[config.mk]
export PLATFORM = sky130hd
export DESIGN_NAME = spi_cmd_engine
export DESIGN_NICKNAME = d
export VERILOG_FILES = /design/src/rtl/spi_cmd_pkg.sv /design/src/rtl/spi_cmd_check.sv /design/src/rtl/spi_half_timer.sv /design/src/rtl/spi_byte_shifter.sv /design/src/rtl/spi_cmd_engine.sv
export SDC_FILE = /design/constraint.sdc
export NUM_CORES = 1
export LEC_CHECK = 0
export ABC_CLOCK_PERIOD_IN_PS = 2050
export BUFFER_PORTS_ARGS = -buffer_cell sky130_fd_sc_hd__buf_2
export CELL_PAD_IN_SITES_DETAIL_PLACEMENT = 1
export CELL_PAD_IN_SITES_GLOBAL_PLACEMENT = 1
export CORE_MARGIN = 4
export CORE_UTILIZATION = 26
export DETAILED_ROUTE_END_ITERATION = 16
export PLACE_DENSITY_LB_ADDON = 0.1
export SYNTH_ARGS = -nofsm -noshare
export SYNTH_HDL_FRONTEND = slang
export SYNTH_SLANG_ARGS = --single-unit
[constraint.sdc]
create_clock -name clk_i -period 2.05 [get_ports clk_i]
set_input_delay 0.1025 -clock clk_i [delete_from_list [all_inputs] [get_ports clk_i]]
set_output_delay 0.1025 -clock clk_i [all_outputs]
set_load 0.02 [all_outputs]
[src/rtl/spi_cmd_pkg.sv]
package spi_cmd_pkg;
  typedef enum logic [2:0] {
    ST_IDLE, ST_LOAD, ST_LOW, ST_HIGH, ST_TAIL, ST_FIN
  } spi_state_e;

  localparam int unsigned FMT_ORDER_BIT = 7;
  localparam int unsigned FMT_HDR_LO    = 5;
  localparam int unsigned SEL_W         = 8;
endpackage

[src/rtl/spi_cmd_check.sv]
module spi_cmd_check
  import spi_cmd_pkg::*;
#(
  parameter int unsigned MAX_LEN = 64,
  parameter int unsigned LEN_W   = 8
) (
  input  logic [7:0]       fmt_i,
  input  logic [SEL_W-1:0] sel_i,
  input  logic             rd_i,
  input  logic [LEN_W-1:0] len_i,
  input  logic [15:0]      hdr_i,
  output logic             bad_o,
  output logic             lsb_o,
  output logic [1:0]       hdr_n_o,
  output logic [15:0]      hq_o
);
  logic [1:0] hcnt;
  logic       multi;

  assign hcnt    = fmt_i[FMT_HDR_LO +: 2];
  assign lsb_o   = fmt_i[FMT_ORDER_BIT];
  assign multi   = (sel_i & (sel_i - SEL_W'(1))) != '0;
  assign bad_o   = (hcnt == 2'd3) || (len_i > LEN_W'(MAX_LEN)) || (rd_i && multi);
  assign hdr_n_o = (hcnt == 2'd3) ? 2'd0 : hcnt;

  // hq_o[7:0] is the first byte to send, hq_o[15:8] the second
  always_comb begin
    unique case (hcnt)
      2'd1:    hq_o = {8'h00, hdr_i[7:0]};
      2'd2:    hq_o = lsb_o ? hdr_i : {hdr_i[7:0], hdr_i[15:8]};
      default: hq_o = 16'h0000;
    endcase
  end
endmodule

[src/rtl/spi_half_timer.sv]
module spi_half_timer #(
  parameter int unsigned HALF = 2
) (
  input  logic clk_i,
  input  logic rst_ni,
  input  logic run_i,
  output logic last_o
);
  localparam int unsigned CW = (HALF > 1) ? $clog2(HALF) : 1;
  logic [CW-1:0] cnt_q;

  assign last_o = run_i && (cnt_q == CW'(HALF - 1));

  always_ff @(posedge clk_i or negedge rst_ni) begin
    if (!rst_ni)     cnt_q <= '0;
    else if (!run_i) cnt_q <= '0;
    else if (last_o) cnt_q <= '0;
    else             cnt_q <= cnt_q + CW'(1);
  end

  assert_cnt_range_R8: assert property (@(posedge clk_i) disable iff (!rst_ni)
    32'(cnt_q) <= HALF - 1);
endmodule

[src/rtl/spi_byte_shifter.sv]
module spi_byte_shifter (
  input  logic       clk_i,
  input  logic       rst_ni,
  input  logic       lsb_i,
  input  logic       load_i,
  input  logic [7:0] load_byte_i,
  input  logic       shift_i,
  input  logic       sample_i,
  input  logic       miso_i,
  output logic       mosi_o,
  output logic [7:0] rx_o
);
  logic [7:0] tx_q, rx_q;

  assign mosi_o = lsb_i ? tx_q[0] : tx_q[7];
  assign rx_o   = rx_q;

  always_ff @(posedge clk_i or negedge rst_ni) begin
    if (!rst_ni) begin
      tx_q <= '0;
      rx_q <= '0;
    end else begin
      if (load_i)       tx_q <= load_byte_i;
      else if (shift_i) tx_q <= lsb_i ? {1'b0, tx_q[7:1]} : {tx_q[6:0], 1'b0};
      if (sample_i)     rx_q <= lsb_i ? {miso_i, rx_q[7:1]} : {rx_q[6:0], miso_i};
    end
  end

  assert_load_shift_excl_R6: assert property (@(posedge clk_i) disable iff (!rst_ni)
    !(load_i && shift_i));
endmodule

[src/rtl/spi_cmd_engine.sv]
module spi_cmd_engine
  import spi_cmd_pkg::*;
#(
  parameter int unsigned CLK_DIV = 4,
  parameter int unsigned MAX_LEN = 64,
  localparam int unsigned LEN_W  = $clog2(MAX_LEN + 1) + 1
) (
  input  logic             clk_i,
  input  logic             rst_ni,
  input  logic             cmd_valid_i,
  input  logic [SEL_W-1:0] cmd_sel_i,
  input  logic [7:0]       cmd_fmt_i,
  input  logic [15:0]      cmd_hdr_i,
  input  logic             cmd_rd_i,
  input  logic [LEN_W-1:0] cmd_len_i,
  input  logic [7:0]       wr_data_i,
  input  logic             wr_valid_i,
  output logic             wr_ready_o,
  output logic [7:0]       rd_data_o,
  output logic             rd_valid_o,
  output logic             busy_o,
  output logic             done_o,
  output logic             err_o,
  output logic             spi_sclk_o,
  output logic             spi_mosi_o,
  input  logic             spi_miso_i,
  output logic [SEL_W-1:0] spi_sel_no
);
  localparam int unsigned HALF = CLK_DIV / 2;

  spi_state_e       state_q;
  logic [SEL_W-1:0] sel_q;
  logic             lsb_q, rd_q, cur_rd_q, err_q, rd_valid_q;
  logic [15:0]      hq_q;
  logic [1:0]       hdr_left_q;
  logic [LEN_W-1:0] bytes_left_q, total;
  logic [2:0]       bit_q;

  logic        chk_bad, chk_lsb;
  logic [1:0]  chk_hdr_n;
  logic [15:0] chk_hq;
  logic        tick, run, on_bus;
  logic        ld, shift, sample;
  logic [7:0]  ld_byte;

  spi_cmd_check #(.MAX_LEN(MAX_LEN), .LEN_W(LEN_W)) u_chk (
    .fmt_i(cmd_fmt_i), .sel_i(cmd_sel_i), .rd_i(cmd_rd_i), .len_i(cmd_len_i),
    .hdr_i(cmd_hdr_i), .bad_o(chk_bad), .lsb_o(chk_lsb), .hdr_n_o(chk_hdr_n),
    .hq_o(chk_hq)
  );

  assign run    = (state_q == ST_LOW) || (state_q == ST_HIGH) || (state_q == ST_TAIL);
  assign on_bus = run || (state_q == ST_LOAD);
  assign total  = LEN_W'(chk_hdr_n) + cmd_len_i;

  spi_half_timer #(.HALF(HALF)) u_tmr (
    .clk_i(clk_i), .rst_ni(rst_ni), .run_i(run), .last_o(tick)
  );

  assign wr_ready_o = (state_q == ST_LOAD) && (hdr_left_q == 2'd0) && !rd_q;
  assign ld         = (state_q == ST_LOAD) && ((hdr_left_q != 2'd0) || rd_q || wr_valid_i);
  assign ld_byte    = (hdr_left_q != 2'd0) ? hq_q[7:0] : (rd_q ? 8'h00 : wr_data_i);
  assign shift      = (state_q == ST_HIGH) && tick && (bit_q != 3'd7);
  assign sample     = (state_q == ST_LOW) && tick;

  spi_byte_shifter u_shf (
    .clk_i(clk_i), .rst_ni(rst_ni), .lsb_i(lsb_q), .load_i(ld), .load_byte_i(ld_byte),
    .shift_i(shift), .sample_i(sample), .miso_i(spi_miso_i), .mosi_o(spi_mosi_o),
    .rx_o(rd_data_o)
  );

  assign spi_sel_no = on_bus ? ~sel_q : '1;
  assign spi_sclk_o = (state_q == ST_HIGH);
  assign busy_o     = (state_q != ST_IDLE);
  assign done_o     = (state_q == ST_FIN);
  assign err_o      = err_q;
  assign rd_valid_o = rd_valid_q;

  always_ff @(posedge clk_i or negedge rst_ni) begin
    if (!rst_ni) begin
      state_q      <= ST_IDLE;
      sel_q        <= '0;
      lsb_q        <= 1'b0;
      rd_q         <= 1'b0;
      cur_rd_q     <= 1'b0;
      hq_q         <= '0;
      hdr_left_q   <= '0;
      bytes_left_q <= '0;
      bit_q        <= '0;
      err_q        <= 1'b0;
      rd_valid_q   <= 1'b0;
    end else begin
      err_q      <= 1'b0;
      rd_valid_q <= 1'b0;
      unique case (state_q)
        ST_IDLE: if (cmd_valid_i) begin
          if (chk_bad) err_q <= 1'b1;
          else begin
            sel_q        <= cmd_sel_i;
            lsb_q        <= chk_lsb;
            rd_q         <= cmd_rd_i;
            hq_q         <= chk_hq;
            hdr_left_q   <= chk_hdr_n;
            bytes_left_q <= total;
            bit_q        <= '0;
            state_q      <= (total == '0) ? ST_FIN : ST_LOAD;
          end
        end
        ST_LOAD: begin
          if (hdr_left_q != 2'd0) begin
            hq_q       <= {8'h00, hq_q[15:8]};
            hdr_left_q <= hdr_left_q - 2'd1;
            cur_rd_q   <= 1'b0;
            state_q    <= ST_LOW;
          end else if (rd_q) begin
            cur_rd_q <= 1'b1;
            state_q  <= ST_LOW;
          end else if (wr_valid_i) begin
            cur_rd_q <= 1'b0;
            state_q  <= ST_LOW;
          end
        end
        ST_LOW: if (tick) state_q <= ST_HIGH;
        ST_HIGH: if (tick) begin
          if (bit_q == 3'd7) begin
            bit_q        <= '0;
            rd_valid_q   <= cur_rd_q;
            bytes_left_q <= bytes_left_q - LEN_W'(1);
            state_q      <= (bytes_left_q == LEN_W'(1)) ? ST_TAIL : ST_LOAD;
          end else begin
            bit_q   <= bit_q + 3'd1;
            state_q <= ST_LOW;
          end
        end
        ST_TAIL: if (tick) state_q <= ST_FIN;
        ST_FIN:  state_q <= ST_IDLE;
        default: state_q <= ST_IDLE;
      endcase
    end
  end

  assert_sel_idle_R1: assert property (@(posedge clk_i) disable iff (!rst_ni)
    (state_q == ST_IDLE) |-> (spi_sel_no == '1));
  assert_err_quiet_R3: assert property (@(posedge clk_i) disable iff (!rst_ni)
    err_o |-> (!busy_o && spi_sel_no == '1 && !spi_sclk_o));
  assert_rd_single_R4: assert property (@(posedge clk_i) disable iff (!rst_ni)
    (busy_o && rd_q) |-> $onehot0(~spi_sel_no));
  assert_sel_hold_R6: assert property (@(posedge clk_i) disable iff (!rst_ni)
    (busy_o && $past(busy_o) && !done_o) |-> $stable(spi_sel_no));
  assert_mosi_hold_R8: assert property (@(posedge clk_i) disable iff (!rst_ni)
    (spi_sclk_o && $past(spi_sclk_o)) |-> $stable(spi_mosi_o));
  assert_sclk_busy_R8: assert property (@(posedge clk_i) disable iff (!rst_ni)
    spi_sclk_o |-> busy_o);
  assert_done_pulse_R10: assert property (@(posedge clk_i) disable iff (!rst_ni)
    done_o |=> !done_o);
endmodule

==> run summary, run 1 <==
- 0 — number of endpoints failing setup at the final stage
- 2160 ps — CP arrival
- 5.61 mW — Overall Power
- 0 — post-detailed-route count of antenna-violating nets
- 38.7% — share of Yosys cell area claimed by the top area cell type
- 26.4% — area added between synthesis and finish
- 71 — number of buffers inserted by port buffering
- 77 — I/O pin total
- 9 — number of CTS-inserted buffers
- 0 — post-detailed-route DRC marker count
- 28.0% — part of the total power dissipated in the clock network
- 64.3% — worst-case headroom to the max-slew limit
- dfrtp_1 (62), nor2_1 (39), a21oi_1 (30), mux2i_1 (28), nand2_1 (27) — commonest cells in the synthesized netlist
- 62 — flops & latches, synth
- 3368 — via count
- 63 — largest net degree at the start of global routing
- in2reg — worst min path class
- 3.13% — GRT met3 Usage
- 2260 ps — data required time at the worst endpoint
- 3 — number of levels the H-tree was split into
- flip-flop — Worst setup SP type
- false — RSZ-0062 raised after global routing
- 0 — final count of pins violating max slew
- 4.86 — number of vias per cell
- 35.3% — Seq pwr share
- 9.88 um2 — mean instance size in the synthesized netlist
- 3.65 mW — internal cell power
- 0.0151 mm2 — core area
- 45 — number of placement rows
- dfrtp_1 — Synth Flop Type
- 132 um — overall die width
- 533 ps — slew at the pin closest to its max-slew limit
- 0.00474 mm2 — DP Area
- met2 — layer carrying the most global-route usage
- 0.0175 mm2 — Die ar.
- reg2reg — crit path kind
- 0.00507 mm2 — finished layout cell area
- 13.4% — overall fraction of global-route tracks in use
- complete, no violations — status
- 34.1% — ratio of cells with drive above 1 in the final layout
- 95.0% — post-route clock period utilization
- 50 ps — Clock transition at path regs
- 513 MHz — Max Freq
- 100 ps — setup slack on the worst flop-to-flop path
- dfrtp_1 — Synth area leader
- 62 — number of sinks on the clock net
- 0 — grt total ovfl
- dfrtp_1 (39%), mux2i_1 (7.0%), mux2_2 (6.2%) — cell types with the largest area share after synthesis
- 3582 — vias in the first global route
- 472 — Syn Nets
- 26.5% — initial core utilization
- 11200 um — Final Routed Wirelength
- 1.96 mW — Net Sw Power
- 100% — Post-synth ARST share
- 8 — Max Fanout on Critical Path
- 4 — number of optimization iterations in the first detailed-route pass
- 36.7% — proportion of power drawn by combinational gates
- 34.9% — switching share of power
- 1950 ps — Min Clock Period, post-route
- 102 ps — final worst-path setup slack
- 0.751 — final weighted congestion in routability-driven placement
- 0 — antenna fix cells
- flip-flop — type of element capturing the critical path
- 129 — number of DRC markers after the initial detailed-route iteration
- 0.00401 mm2 — cell area after synthesis
- 566 — layout net count
- clkbuf_16 — library cell used as clock root buffer
- 0 — number of max-cap violations
- 1110 mW/mm2 — power per cell area
- 8430 um — HPWL after detailed placement
- 330 ps — Skew-Pair Late Insertion Delay
- 0 — count of flip-flops with a built-in enable after synthesis
- 16.2 um — post-DR wirelength/cell
- 2 — clk buf depth
- 18800 um — global-route wire length before repair
- 0 — synth warn
- 7.89 ps — skew final
- 38.7% — sequential area share after synthesis
- dfrtp_1 — most instantiated library cell after synthesis
- -77.9 ps — pre-CTS setup slack
- 1 — antenna violations before repair
- built — clock tree from TritonCTS
- 2.33 nW — Leakage Power
- 0 — final count of hold timing violations
- 17.8% — global routing met1 resource utilization
- 132 um — die span in y
- 21.5% — GR Layer Usage met2
- 68 — count of cell types in the netlist
- 406 — gate count after technology mapping
- 0.409 mV — largest voltage drop on the vdd net
cells in the final DEF, fill, tap and decap left out, types with 3 or more instances in the layout:
cell type  synthesis  final
nand2_1           27     27
buf_4              1     28
mux2_2            22     22
inv_1             14     14
nand2b_1           3      3
nand3_1            7      7
and3_1             4      4
or3_1              3      3
o21ai_0           19     19
a22o_1             7      7
nor2b_1           14     13
nor2_1            39     38
a31oi_1            4      4
a31o_2             3      3
dfrtp_1           62     61
buf_2              6     71
a21oi_1           30     30
a22oi_1            7      7
xnor2_1            6      6
ha_1              11     11
clkbuf_16          0      9
nor3_1             8      8
mux2i_1           28     28
a211oi_1           6      6
nor4_1             6      6
mux2_4             8      8
stage by stage:
step                TNS [ps]  util [%]  cells  hold slack [ps]
finish                     0      33.5    693             22.7
global route               0      33.5    693             21.6
CTS                        0      33.4    693             8.24
detailed placement     -77.9      31.3    676              159
global placement       -9.50      31.3    676              157
floorplan                  0         -    406             -193
worst max-delay path, cell delays in order, from the launching register on:
cell and delay, ps:
dfrtp_1 470, or3b_1 460, a21oi_2 200, nor3_1 90, a31oi_2 240, mux2_1 360
logic make-up (layout without fill, tap and decap cells):
logic type	count (synthesis)	after routing	share of synthesized area, %
AO/OA/AOI/OAI	97	97	17.2
XOR/XNOR	6	6	1.31
adder cells (fa/ha/maj)	13	13	4.21
buffers and inverters	35	134	4.21
flip-flops	62	62	38.7
multiplexers	60	60	16.7
AND/OR/NAND/NOR	133	133	17.7
repair_timing:
| item | 4_1_cts | 5_1_grt |
|---|---|---|
| pin swaps | 0 | 0 |
| gates resized for setup | 1 | 4 |
| buffers inserted | 0 | 0 |
| hold endpoints to repair | 62 | 0 |
| setup endpoints to repair | 8 | 10 |
| hold buffers | 1 | 0 |
layer usage:
layer	up-vias	wire length, um
li1	1667	-
met5	-	18
met4	2	140
met1	1643	5390
met2	44	5330
met3	12	338
power groups by stage:
stage	logic (mW)	clock network [mW]	registers, mW
2_1_floorplan	1.42	0	1.93
3_3_place_gp	2.03	0	1.99
3_5_place_dp	2.08	0	2.00
4_1_cts	2.10	1.63	1.99
5_1_grt	2.33	1.68	2.05
6_report	2.06	1.57	1.98
path summary, 6_finish.rpt:
kind	endpoint	startpoint	cells after the start
min in group asynchronous	bytes_left_q[3]	rst_ni	3
worst min register to register	sel_q[6]	sel_q[6]	1
worst max register to register	state_q[0]	state_q[1]	5
max in group asynchronous	state_q[0]	rst_ni	3
worst min-delay path	sel_q[6]	cmd_sel_i[6]	2
worst max-delay path	state_q[0]	state_q[1]	5
cell type report:
class / count / area, um2
clock buffer: 13 / 260
clock inverter: 3 / 42.5
fill: 1757 / 10100
inverter: 16 / 60.1
multi-input combinational: 309 / 2310
sequential: 62 / 1550
tap: 188 / 235
timing repair buffer: 102 / 616
state kept, by name, summed over array words and instances, names as in the netlist:
register and cells:
hq_q 16, bytes_left_q 8, sel_q 8, u_shf.rx_o 8
u_shf.tx_q 8, bit_q 3, state_q 3, hdr_left_q 2
cur_rd_q 1, err_o 1, lsb_q 1, rd_q 1
rd_valid_o 1, u_tmr.cnt_q 1
Note: power is estimated with default switching activity, not from simulation.
==> run 2, diff against run 1 <==
--- a/config.mk
+++ b/config.mk
@@ -12,6 +12,7 @@
 export CORE_MARGIN = 4
 export CORE_UTILIZATION = 26
 export DETAILED_ROUTE_END_ITERATION = 16
+export GPL_TIMING_DRIVEN = 0
 export PLACE_DENSITY_LB_ADDON = 0.1
 export SYNTH_ARGS = -nofsm -noshare
 export SYNTH_HDL_FRONTEND = slang
==> run 2 against run 1 <==
Against the previous run:
- hold slack worse by 2.6 ps
- design area fell by 0.39%
- non-clock buffer count down 4
- clock power fell by 9%
==> run summary, run 2 (synthesized netlist as in run 1, its figures left out) <==
- 0 — final count of pins violating max slew
- 0 — grt total ovfl
- 96.2% — post-route clock period utilization
- 0 — number of max-cap violations
- 26.5% — initial core utilization
- 0.0151 mm2 — core area
- 2190 ps — CP arrival
- 0 — post-detailed-route DRC marker count
- clkbuf_16 — library cell used as clock root buffer
- 2270 ps — data required time at the worst endpoint
- 3399 — via count
- 0 — final count of hold timing violations
- 4.94 — number of vias per cell
- flip-flop — type of element capturing the critical path
- 410 ps — Worst path max stage delay
- 63 — largest net degree at the start of global routing
- 34.2% — ratio of cells with drive above 1 in the final layout
- buf_2 — commonest non-fill, non-tap cell in the layout
- 5.53 mW — Overall Power
- 19700 um — global-route wire length before repair
- 11700 um — Final Routed Wirelength
- 923 ps — slew at the pin closest to its max-slew limit
- 7 — Max Fanout on Critical Path
- 3 — number of levels the H-tree was split into
- 77 — I/O pin total
- 0 — antenna fix cells
- built — clock tree from TritonCTS
- 8710 um — HPWL after detailed placement
- 13.9% — overall fraction of global-route tracks in use
- 562 — layout net count
- dfrtp_1 — crit path max-delay cell type
- 20.1 ps — Hold Slack
- 5.25 ps — skew final
- 0.753 — final weighted congestion in routability-driven placement
- 340 ps — Skew-Pair Late Insertion Delay
- buf_6 — crit-path most repeated cell
- complete, no violations — status
- 139 — number of DRC markers after the initial detailed-route iteration
- reg2reg — crit path kind
- 507 MHz — Max Freq
- 2.28 nW — Leakage Power
- 2 — clk buf depth
- 17.0 um — post-DR wirelength/cell
- 0 — antenna violations before repair
- 16 — flip-flop count of the largest register, all copies and words added
- 4 — number of optimization iterations in the first detailed-route pass
- 60 ps — Clock transition at path regs
- 0.0175 mm2 — Die ar.
- 132 um — overall die width
- buf_2 (72), dfrtp_1 (62), nor2_1 (38), a21oi_1 (30), mux2i_1 (28) — commonest non-fill, non-tap cells in the layout
- 132 um — die span in y
- 38.2% — worst-case headroom to the max-slew limit
- in2reg — worst min path class
- 25.9% — area added between synthesis and finish
- 70 — number of buffers inserted by port buffering
- 1970 ps — Min Clock Period, post-route
- 664 — placed instance count
- flip-flop — Worst setup SP type
- buf_6, or3b_1, buf_6, nor3_4, nor3_1, a31oi_2, mux2_4 — series of cell instances along the critical path
- 3727 — vias in the first global route
- 9 — number of CTS-inserted buffers
- 688 — post-layout instance count excluding filler cells
- 45 — number of placement rows
- 0.411 mV — largest voltage drop on the vdd net
- 0 — post-detailed-route count of antenna-violating nets
- 0 — number of endpoints failing setup at the final stage
- hq_q — most flop-heavy register
- 1100 mW/mm2 — power per cell area
- 62 — number of sinks on the clock net
-- run 2: cell types whose count changed in the layout (fill, tap and decap cells not counted), moves of 3 or more --
cell,before,now
clkbuf_1,2,6
buf_4,28,15
ha_1,11,8
ha_2,0,3
-- run 2: worst paths after layout --
kind,from,endpoint,slack [ps],cells after the start
setup / recovery,state_q[2],state_q[0],80,7
hold reg to reg,sel_q[6],sel_q[6],500,1
min in group asynchronous,rst_ni,err_o,450,2
max in group asynchronous,rst_ni,hq_q[0],1030,2
hold / removal,cmd_sel_i[6],sel_q[6],20,2
setup reg to reg,state_q[2],state_q[0],80,7
-- run 2: stage by stage --
| stage | instance area (um2) | TNS [ps] | util (%) | setup slack (ps) |
|---|---|---|---|---|
| after detailed placement | 4600 | -2140 | 30.4 | -569 |
| after global routing | 5050 | -2.48 | 33.4 | -2.48 |
| after global placement | 4600 | -2100 | 30.4 | -510 |
| final | 5050 | 0 | 33.4 | 77.3 |
| after CTS | 4940 | -6.31 | 32.6 | -6.31 |
| after floorplan | 4010 | 0 | - | 129 |
-- run 2: metal layers --
layer / GRT usage [%] / part of all wire, %
met1: 18.1 / 47
met2: 22.7 / 48
met3: 2.63 / 3.1
met4: 5.48 / 1.7
met5: 0 / 0
-- run 2: cell type report --
cell class                      instances  area, um2
Sequential cell                        62       1550
Clock buffer                           12        256
Inverter                               16       70.1
Buffer                                 17        110
Fill cell                            1745      10100
Tap cell                              188        235
Clock inverter                          3       20.0
Multi-Input combinational cell        309       2370
Timing Repair Buffer                   81        438
-- run 2: worst max-delay path, delay by kind of cell, from the launching register on --
kind	cells	cell delay, ps
buffers and inverters	2	290
DFF	1	410
and+or+nand+nor	3	640
AOI/OAI and AO/OA	1	210
muxes	1	320
-- run 2: what timing repair did --
action                                  4_1_cts  5_1_grt
gates cloned                                  0        0
endpoints found under the hold margin        62        0
endpoints found under the setup margin       29       35
hold buffers                                  1        0
pin swaps                                     3        3
buffers inserted                              3        7
gates resized for setup                       9       18
-- run 2: power breakdown --
group          switching [mW]  internal [mW]  total, mW
Sequential              0.310           1.64       1.95
Clock                   0.559          0.875       1.43
Combinational            1.14           1.01       2.15
Total                    2.01           3.52       5.53
